[src/rtl/sbs_pkg.sv]
// Package: shared types for the burst read sequencer.
// Assumes: the two enable flags are mapped onto one of four modes.
package sbs_pkg;
    typedef enum logic [1:0] {
        MODE_LINEAR = 2'd0,
        MODE_ACCEL  = 2'd1,
        MODE_GYRO   = 2'd2,
        MODE_BOTH   = 2'd3
    } burst_mode_e;
endpackage

[src/rtl/sbs_mode_decode.sv]
// Module: turns the sensor enable flags into a window mode.
// Assumes: the enables are steady while a burst is in progress; a change
// takes effect on the next strobe.
module sbs_mode_decode
    import sbs_pkg::*;
(
    input  logic        accel_en,
    input  logic        gyro_en,
    output burst_mode_e mode
);
    // Pick the window from the enable combination.
    always_comb begin
        case ({gyro_en, accel_en})
            2'b01:   mode = MODE_ACCEL;
            2'b10:   mode = MODE_GYRO;
            2'b11:   mode = MODE_BOTH;
            default: mode = MODE_LINEAR;
        endcase
    end
endmodule

[src/rtl/sbs_next_addr.sv]
// Module: computes the address that follows the current one for a mode.
// It also flags the steps that return to the restart point.
// Assumes: the rotation block sits below the acceleration block, and each
// block holds AXES axes of BYTES_PER_AXIS bytes.
module sbs_next_addr
    import sbs_pkg::*;
#(
    parameter int ADDR_W         = 8,
    parameter int GYRO_BASE      = 'h18,
    parameter int ACCEL_BASE     = 'h28,
    parameter int AXES           = 3,
    parameter int BYTES_PER_AXIS = 2
) (
    input  burst_mode_e       mode,
    input  logic [ADDR_W-1:0] cur_addr,
    output logic [ADDR_W-1:0] next_addr,
    output logic              wraps
);
    localparam int BLOCK_LEN = AXES * BYTES_PER_AXIS;
    localparam logic [ADDR_W-1:0] GYR_FIRST = ADDR_W'(GYRO_BASE);
    localparam logic [ADDR_W-1:0] GYR_LAST  = ADDR_W'(GYRO_BASE + BLOCK_LEN - 1);
    localparam logic [ADDR_W-1:0] ACC_FIRST = ADDR_W'(ACCEL_BASE);
    localparam logic [ADDR_W-1:0] ACC_LAST  = ADDR_W'(ACCEL_BASE + BLOCK_LEN - 1);

    logic [ADDR_W-1:0] incremented;

    // Default step is a plain increment; window ends and the gap override it.
    always_comb begin
        incremented = cur_addr + ADDR_W'(1);
        next_addr   = incremented;
        wraps       = 1'b0;
        case (mode)
            MODE_BOTH: begin
                if (cur_addr == ACC_LAST) begin
                    next_addr = GYR_FIRST;
                    wraps     = 1'b1;
                end else if (cur_addr == GYR_LAST) begin
                    next_addr = ACC_FIRST;
                end
            end
            MODE_ACCEL: begin
                if (cur_addr == ACC_LAST) begin
                    next_addr = ACC_FIRST;
                    wraps     = 1'b1;
                end
            end
            MODE_GYRO: begin
                if (cur_addr == GYR_LAST) begin
                    next_addr = GYR_FIRST;
                    wraps     = 1'b1;
                end
            end
            default: ;
        endcase
    end
endmodule

[src/rtl/sbs_addr_reg.sv]
// Module: holds the current address and the wrap pulse.
// Assumes: load has priority over advance; with neither, the address holds.
module sbs_addr_reg #(
    parameter int ADDR_W     = 8,
    parameter int RESET_ADDR = 0
) (
    input  logic              clk,
    input  logic              rst_n,
    input  logic              load,
    input  logic [ADDR_W-1:0] load_addr,
    input  logic              advance,
    input  logic [ADDR_W-1:0] next_addr,
    input  logic              wraps,
    output logic [ADDR_W-1:0] addr,
    output logic              wrap
);
    // Address register: reset, then load, then advance.
    always_ff @(posedge clk) begin
        if (!rst_n) begin
            addr <= ADDR_W'(RESET_ADDR);
        end else if (load) begin
            addr <= load_addr;
        end else if (advance) begin
            addr <= next_addr;
        end
    end

    // Wrap pulse: high for one cycle after an advance that wraps.
    always_ff @(posedge clk) begin
        if (!rst_n) begin
            wrap <= 1'b0;
        end else begin
            wrap <= !load && advance && wraps;
        end
    end
endmodule

[src/rtl/sensor_burst_sequencer.sv]
// Module: top of the burst read address sequencer.
// Assumes: one strobe per byte read; the host pulses start_i once per burst.
module sensor_burst_sequencer
    import sbs_pkg::*;
#(
    parameter int ADDR_W         = 8,
    parameter int GYRO_BASE      = 'h18,
    parameter int ACCEL_BASE     = 'h28,
    parameter int AXES           = 3,
    parameter int BYTES_PER_AXIS = 2,
    parameter int RESET_ADDR     = 0
) (
    input  logic              clk,
    input  logic              rst_n,
    input  logic              start_i,
    input  logic [ADDR_W-1:0] start_addr_i,
    input  logic              rd_strobe_i,
    input  logic              accel_en_i,
    input  logic              gyro_en_i,
    output logic [ADDR_W-1:0] addr_o,
    output logic              wrap_o
);
    localparam int BLOCK_LEN = AXES * BYTES_PER_AXIS;
    localparam logic [ADDR_W-1:0] GYR_FIRST = ADDR_W'(GYRO_BASE);
    localparam logic [ADDR_W-1:0] GYR_LAST  = ADDR_W'(GYRO_BASE + BLOCK_LEN - 1);
    localparam logic [ADDR_W-1:0] ACC_FIRST = ADDR_W'(ACCEL_BASE);
    localparam logic [ADDR_W-1:0] ACC_LAST  = ADDR_W'(ACCEL_BASE + BLOCK_LEN - 1);

    burst_mode_e       mode;
    logic [ADDR_W-1:0] next_addr;
    logic              wraps;

    sbs_mode_decode u_decode (
        .accel_en (accel_en_i),
        .gyro_en  (gyro_en_i),
        .mode     (mode)
    );

    sbs_next_addr #(
        .ADDR_W         (ADDR_W),
        .GYRO_BASE      (GYRO_BASE),
        .ACCEL_BASE     (ACCEL_BASE),
        .AXES           (AXES),
        .BYTES_PER_AXIS (BYTES_PER_AXIS)
    ) u_next (
        .mode      (mode),
        .cur_addr  (addr_o),
        .next_addr (next_addr),
        .wraps     (wraps)
    );

    sbs_addr_reg #(
        .ADDR_W     (ADDR_W),
        .RESET_ADDR (RESET_ADDR)
    ) u_reg (
        .clk       (clk),
        .rst_n     (rst_n),
        .load      (start_i),
        .load_addr (start_addr_i),
        .advance   (rd_strobe_i),
        .next_addr (next_addr),
        .wraps     (wraps),
        .addr      (addr_o),
        .wrap      (wrap_o)
    );

    AST_ACC_ONLY_WRAP: assert property (@(posedge clk) disable iff (!rst_n)
        (!start_i && rd_strobe_i && accel_en_i && !gyro_en_i && addr_o == ACC_LAST)
        |=> (addr_o == ACC_FIRST && wrap_o));
    AST_GAP_SKIP: assert property (@(posedge clk) disable iff (!rst_n)
        (!start_i && rd_strobe_i && accel_en_i && gyro_en_i && addr_o == GYR_LAST)
        |=> (addr_o == ACC_FIRST && !wrap_o));
    AST_BOTH_WRAP: assert property (@(posedge clk) disable iff (!rst_n)
        (!start_i && rd_strobe_i && accel_en_i && gyro_en_i && addr_o == ACC_LAST)
        |=> (addr_o == GYR_FIRST && wrap_o));
    AST_GYRO_WRAP: assert property (@(posedge clk) disable iff (!rst_n)
        (!start_i && rd_strobe_i && !accel_en_i && gyro_en_i && addr_o == GYR_LAST)
        |=> (addr_o == GYR_FIRST && wrap_o));
    AST_START_LOAD: assert property (@(posedge clk) disable iff (!rst_n)
        start_i |=> (addr_o == $past(start_addr_i) && !wrap_o));
    AST_IDLE_HOLD: assert property (@(posedge clk) disable iff (!rst_n)
        (!start_i && !rd_strobe_i) |=> ($stable(addr_o) && !wrap_o));
    AST_WRAP_SINGLE: assert property (@(posedge clk) disable iff (!rst_n)
        wrap_o |=> !wrap_o);
    AST_LINEAR_STEP: assert property (@(posedge clk) disable iff (!rst_n)
        (!start_i && rd_strobe_i && !accel_en_i && !gyro_en_i)
        |=> (addr_o == $past(addr_o) + ADDR_W'(1) && !wrap_o));
endmodule

[config.mk]
export PLATFORM = sky130hd
export DESIGN_NAME = sensor_burst_sequencer
export DESIGN_NICKNAME = d
export VERILOG_FILES = /design/src/rtl/sbs_pkg.sv /design/src/rtl/sbs_mode_decode.sv /design/src/rtl/sbs_next_addr.sv /design/src/rtl/sbs_addr_reg.sv /design/src/rtl/sensor_burst_sequencer.sv
export SDC_FILE = /design/constraint.sdc
export NUM_CORES = 1
export LEC_CHECK = 0
export BUFFER_PORTS_ARGS = -buffer_cell sky130_fd_sc_hd__buf_2
export CORE_MARGIN = 1
export CORE_UTILIZATION = 52
export CTS_CLUSTER_SIZE = 10
export DETAILED_ROUTE_END_ITERATION = 12
export PLACE_DENSITY = 0.82
export SYNTH_ARGS = -nofsm -noshare
export SYNTH_HDL_FRONTEND = slang
export SYNTH_SLANG_ARGS = --single-unit
[constraint.sdc]
create_clock -name clk -period 3.6 [get_ports clk]
set_input_delay 0.18 -clock clk [delete_from_list [all_inputs] [get_ports clk]]
set_output_delay 0.18 -clock clk [all_outputs]
set_load 0.005 [all_outputs]
==> flow_metrics.tcl <==
set metrics [dict create \
    viasPerCell 6.26 \
    design.die.area_um2 1480 \
    dr.pass1.iters 4 \
    numCtsBuffers 3 \
    worst_pin_slew_ns 0.340 \
    critPathLaunchType "flip-flop" \
    io_pins 23 \
    ctsHoldBuffers 0 \
    finalMaxSlewViolations 0 \
    htreeDepth 1 \
    grt_setup_unrepaired "no" \
    die_w_um 38.4 \
    routed_wl_um 1710 \
    worstSetupPathType "reg2reg" \
    cp-startpoint "u_reg.addr[0]" \
    ys_seq_elements 9 \
    syn_nets 102 \
    cts.path.max_buffers 2 \
    worstPathRequired_ns 3.77 \
    post_cts_buffers 0 \
    syn_area_per_cell_um2 8.03 \
    start_util 0.590 \
    cpPeakStageDelay_ns 0.44 \
    clkTransAtPathRegs_ns 0.07 \
    post_drt_wl_per_cell_um 14.3 \
    pwr-share-seq 0.469 \
    drc 0 \
    place.gp.congestion 0.854 \
    post_cts_resized 0 \
    cp.depth 5 \
    r2r-end "u_reg.addr[7]" \
    ys_seq_area_frac 0.261 \
    place_ws_ns 1.91 \
    grt_overflow 0 \
    hp-class "in2reg" \
    dp_hpwl_um 1240 \
    yosysUniqueCellTypes 35 \
    hold_viol 0 \
    timing.rr.start "u_reg.addr[0]" \
    vias 751 \
    cap_violations 0 \
    worst_ep_arrival_time_ns 1.87 \
    fin_crit_ns 1.70 \
    power.leakage_nw 0.326 \
    grt_pass1_wl_um 2690 \
    end_kind "flip-flop" \
    powerDensity_nw_per_um2 305 \
    synth-warning-count 0 \
    n_antenna_cell 0 \
    status "complete, no violations" \
    drt_iter0_markers 34 \
    critPathTopFamily "compound AO/OA/AOI/OAI gates" \
    synthCells 86 \
    grt_antenna_before_repair 0 \
    peakVddDrop_mv 0.215 \
    worst-path-buf-inv 0 \
    totalNegativeSetupSlack_ns 0 \
    netSwitchingPower_uw 77.9 \
    cts_sinks 9 \
    p_int_uw 171 \
    n_fill_cell 109 \
    first_global_vias 606 \
    cts_tree "yes" \
    setup_viol 0 \
    ff2ff_setup_slack_ns 1.90 \
    core_um2 1170 \
    cp_max_fo 7 \
    fin_ws_ns 1.90 \
    die_h_um 38.4 \
    grt_max_degree 18 \
    critPathSlowestCell "dfxtp_1" \
    worst-r2r-cell-count 5 \
    clkPwrFrac 0.344 \
    grt.total_usage 0.272 \
    maxSlewHeadroom 0.773 \
    fmax_ghz 0.589 \
    clkLatencyLatePin_ns 0.27 \
    postRouteAntennaNets 0 \
    io_buffer_count 22 \
    syn_area_um2 691 \
    comb_power_share 0.187 \
    fp-row-count 12 \
    path_cells "ha_1 > or3b_4 > a211oi_4 > a211oi_2 > o21a_1" \
    swShare 0.313 \
    syn2layout_area_growth_pct 17.9 \
    worstSetupEndpoint "u_reg.addr[7]" \
    finalCritPeriodShare 0.472 \
    cts-root-buf "clkbuf_4" \
    fin_skew_ns 0.000855 \
    finalNetCount 123 \
    layout-drive-gt1-share 0.302 \
]
synthesized netlist by cell type:
library cell | count | share of area
a21oi_1 | 11 | 0.080
dfxtp_1 | 9 | 0.26
nand2_1 | 7 | 0.038
o21ai_0 | 6 | 0.043
or3_1 | 5 | 0.045
buf_2 | 3 | 0.022
inv_1 | 3 | 0.016
nand3_1 | 3 | 0.022
nand3b_1 | 3 | 0.033
nor2_1 | 3 | 0.016
nor3b_1 | 3 | 0.033
a211o_1 | 2 | 0.025
clkbuf_1 | 2 | 0.011
ha_1 | 2 | 0.036
nand2b_1 | 2 | 0.018
nand4_1 | 2 | 0.018
nor3_1 | 2 | 0.014
a211oi_2 | 1 | 0.018
a211oi_4 | 1 | 0.029
a22oi_1 | 1 | 0.011
a311oi_1 | 1 | 0.013
a31oi_1 | 1 | 0.0091
a32o_1 | 1 | 0.014
a41oi_1 | 1 | 0.013
and3_2 | 1 | 0.011
and4b_1 | 1 | 0.014
buf_4 | 1 | 0.011
mux2_2 | 1 | 0.016
nand4_2 | 1 | 0.018
nor3b_4 | 1 | 0.027
o21a_1 | 1 | 0.011
o31ai_1 | 1 | 0.011
o32ai_1 | 1 | 0.013
or3b_4 | 1 | 0.016
xnor2_1 | 1 | 0.013
cell families after synthesis:
group | synth area share
compound gates | 0.290
mux | 0.0163
xor+xnor | 0.0127
fa+ha+maj | 0.0362
flops | 0.261
simple gates | 0.324
buf+inv | 0.0598
per-stage QoR:
stage	util	power, mW	cell area, µm²	hold WS, ns	std cells
after global routing	0.696	0.261	815	0.165	120
after CTS	0.696	0.250	815	0.160	120
after floorplan	-	0.147	691	0.297	86
final	0.696	0.249	815	0.165	120
after global placement	0.673	0.163	788	0.435	116
after detailed placement	0.673	0.165	788	0.442	116
worst min-delay path by stage:
stage | start | end | depth (start not counted)
after floorplan | rst_n | u_reg.addr[7] | 1
after global placement | rst_n | u_reg.addr[7] | 2
after detailed placement | rst_n | u_reg.addr[7] | 2
after CTS | rst_n | u_reg.addr[4] | 2
after global routing | rst_n | u_reg.addr[7] | 2
final | rst_n | u_reg.addr[4] | 2
placed cells by master, fill, tap and decap left out, drive strengths merged, types with 3 or more instances in the layout:
master  synthesis  layout
dfxtp           9       9
nor3b           4       4
or3             5       5
buf             4      22
nand3b          3       3
nand2           7       7
inv             3       3
a21oi          11      11
nand3           3       3
o21ai           6       6
nor2            3       3
clkbuf          2       4
nand4           3       3
per-layer routing:
metal | GRT usage | vias to the layer above | part of all wire
met1 | 0.350 | 335 | 0.45
li1 | - | 365 | -
met4 | 0.103 | 0 | 0.012
met2 | 0.445 | 49 | 0.46
met5 | 0 | - | 0
met3 | 0.0523 | 2 | 0.084
layout make-up:
type	count	area (µm²)	area share
clock buffers	4	26.3	0.0323
inverters	3	11.3	0.0138
multi-input cells	68	469	0.576
repair buffers	22	110	0.135
well taps	14	17.5	0.0215
flip-flops and latches	9	180	0.221
flip-flops by register name, summed over array words and instances (netlist names):
register    flops
u_reg.addr      8
u_reg.wrap      1
worst reg2reg max path, cell delays in order, from the launching register on:
cell and delay (ns):
dfxtp_1 0.44, ha_1 0.20, or3b_4 0.40, a211oi_4 0.29
a211oi_2 0.08, o21a_1 0.19
power by group through the flow:
stage	Sequential, mW	Clock [mW]	Combinational, mW
final	0.117	0.0855	0.0466
after global placement	0.119	0	0.0448
after CTS	0.116	0.0869	0.0463
after detailed placement	0.119	0	0.0458
after global routing	0.118	0.0910	0.0518
after floorplan	0.114	0	0.0326
Note: power is estimated with default switching activity, not from simulation.
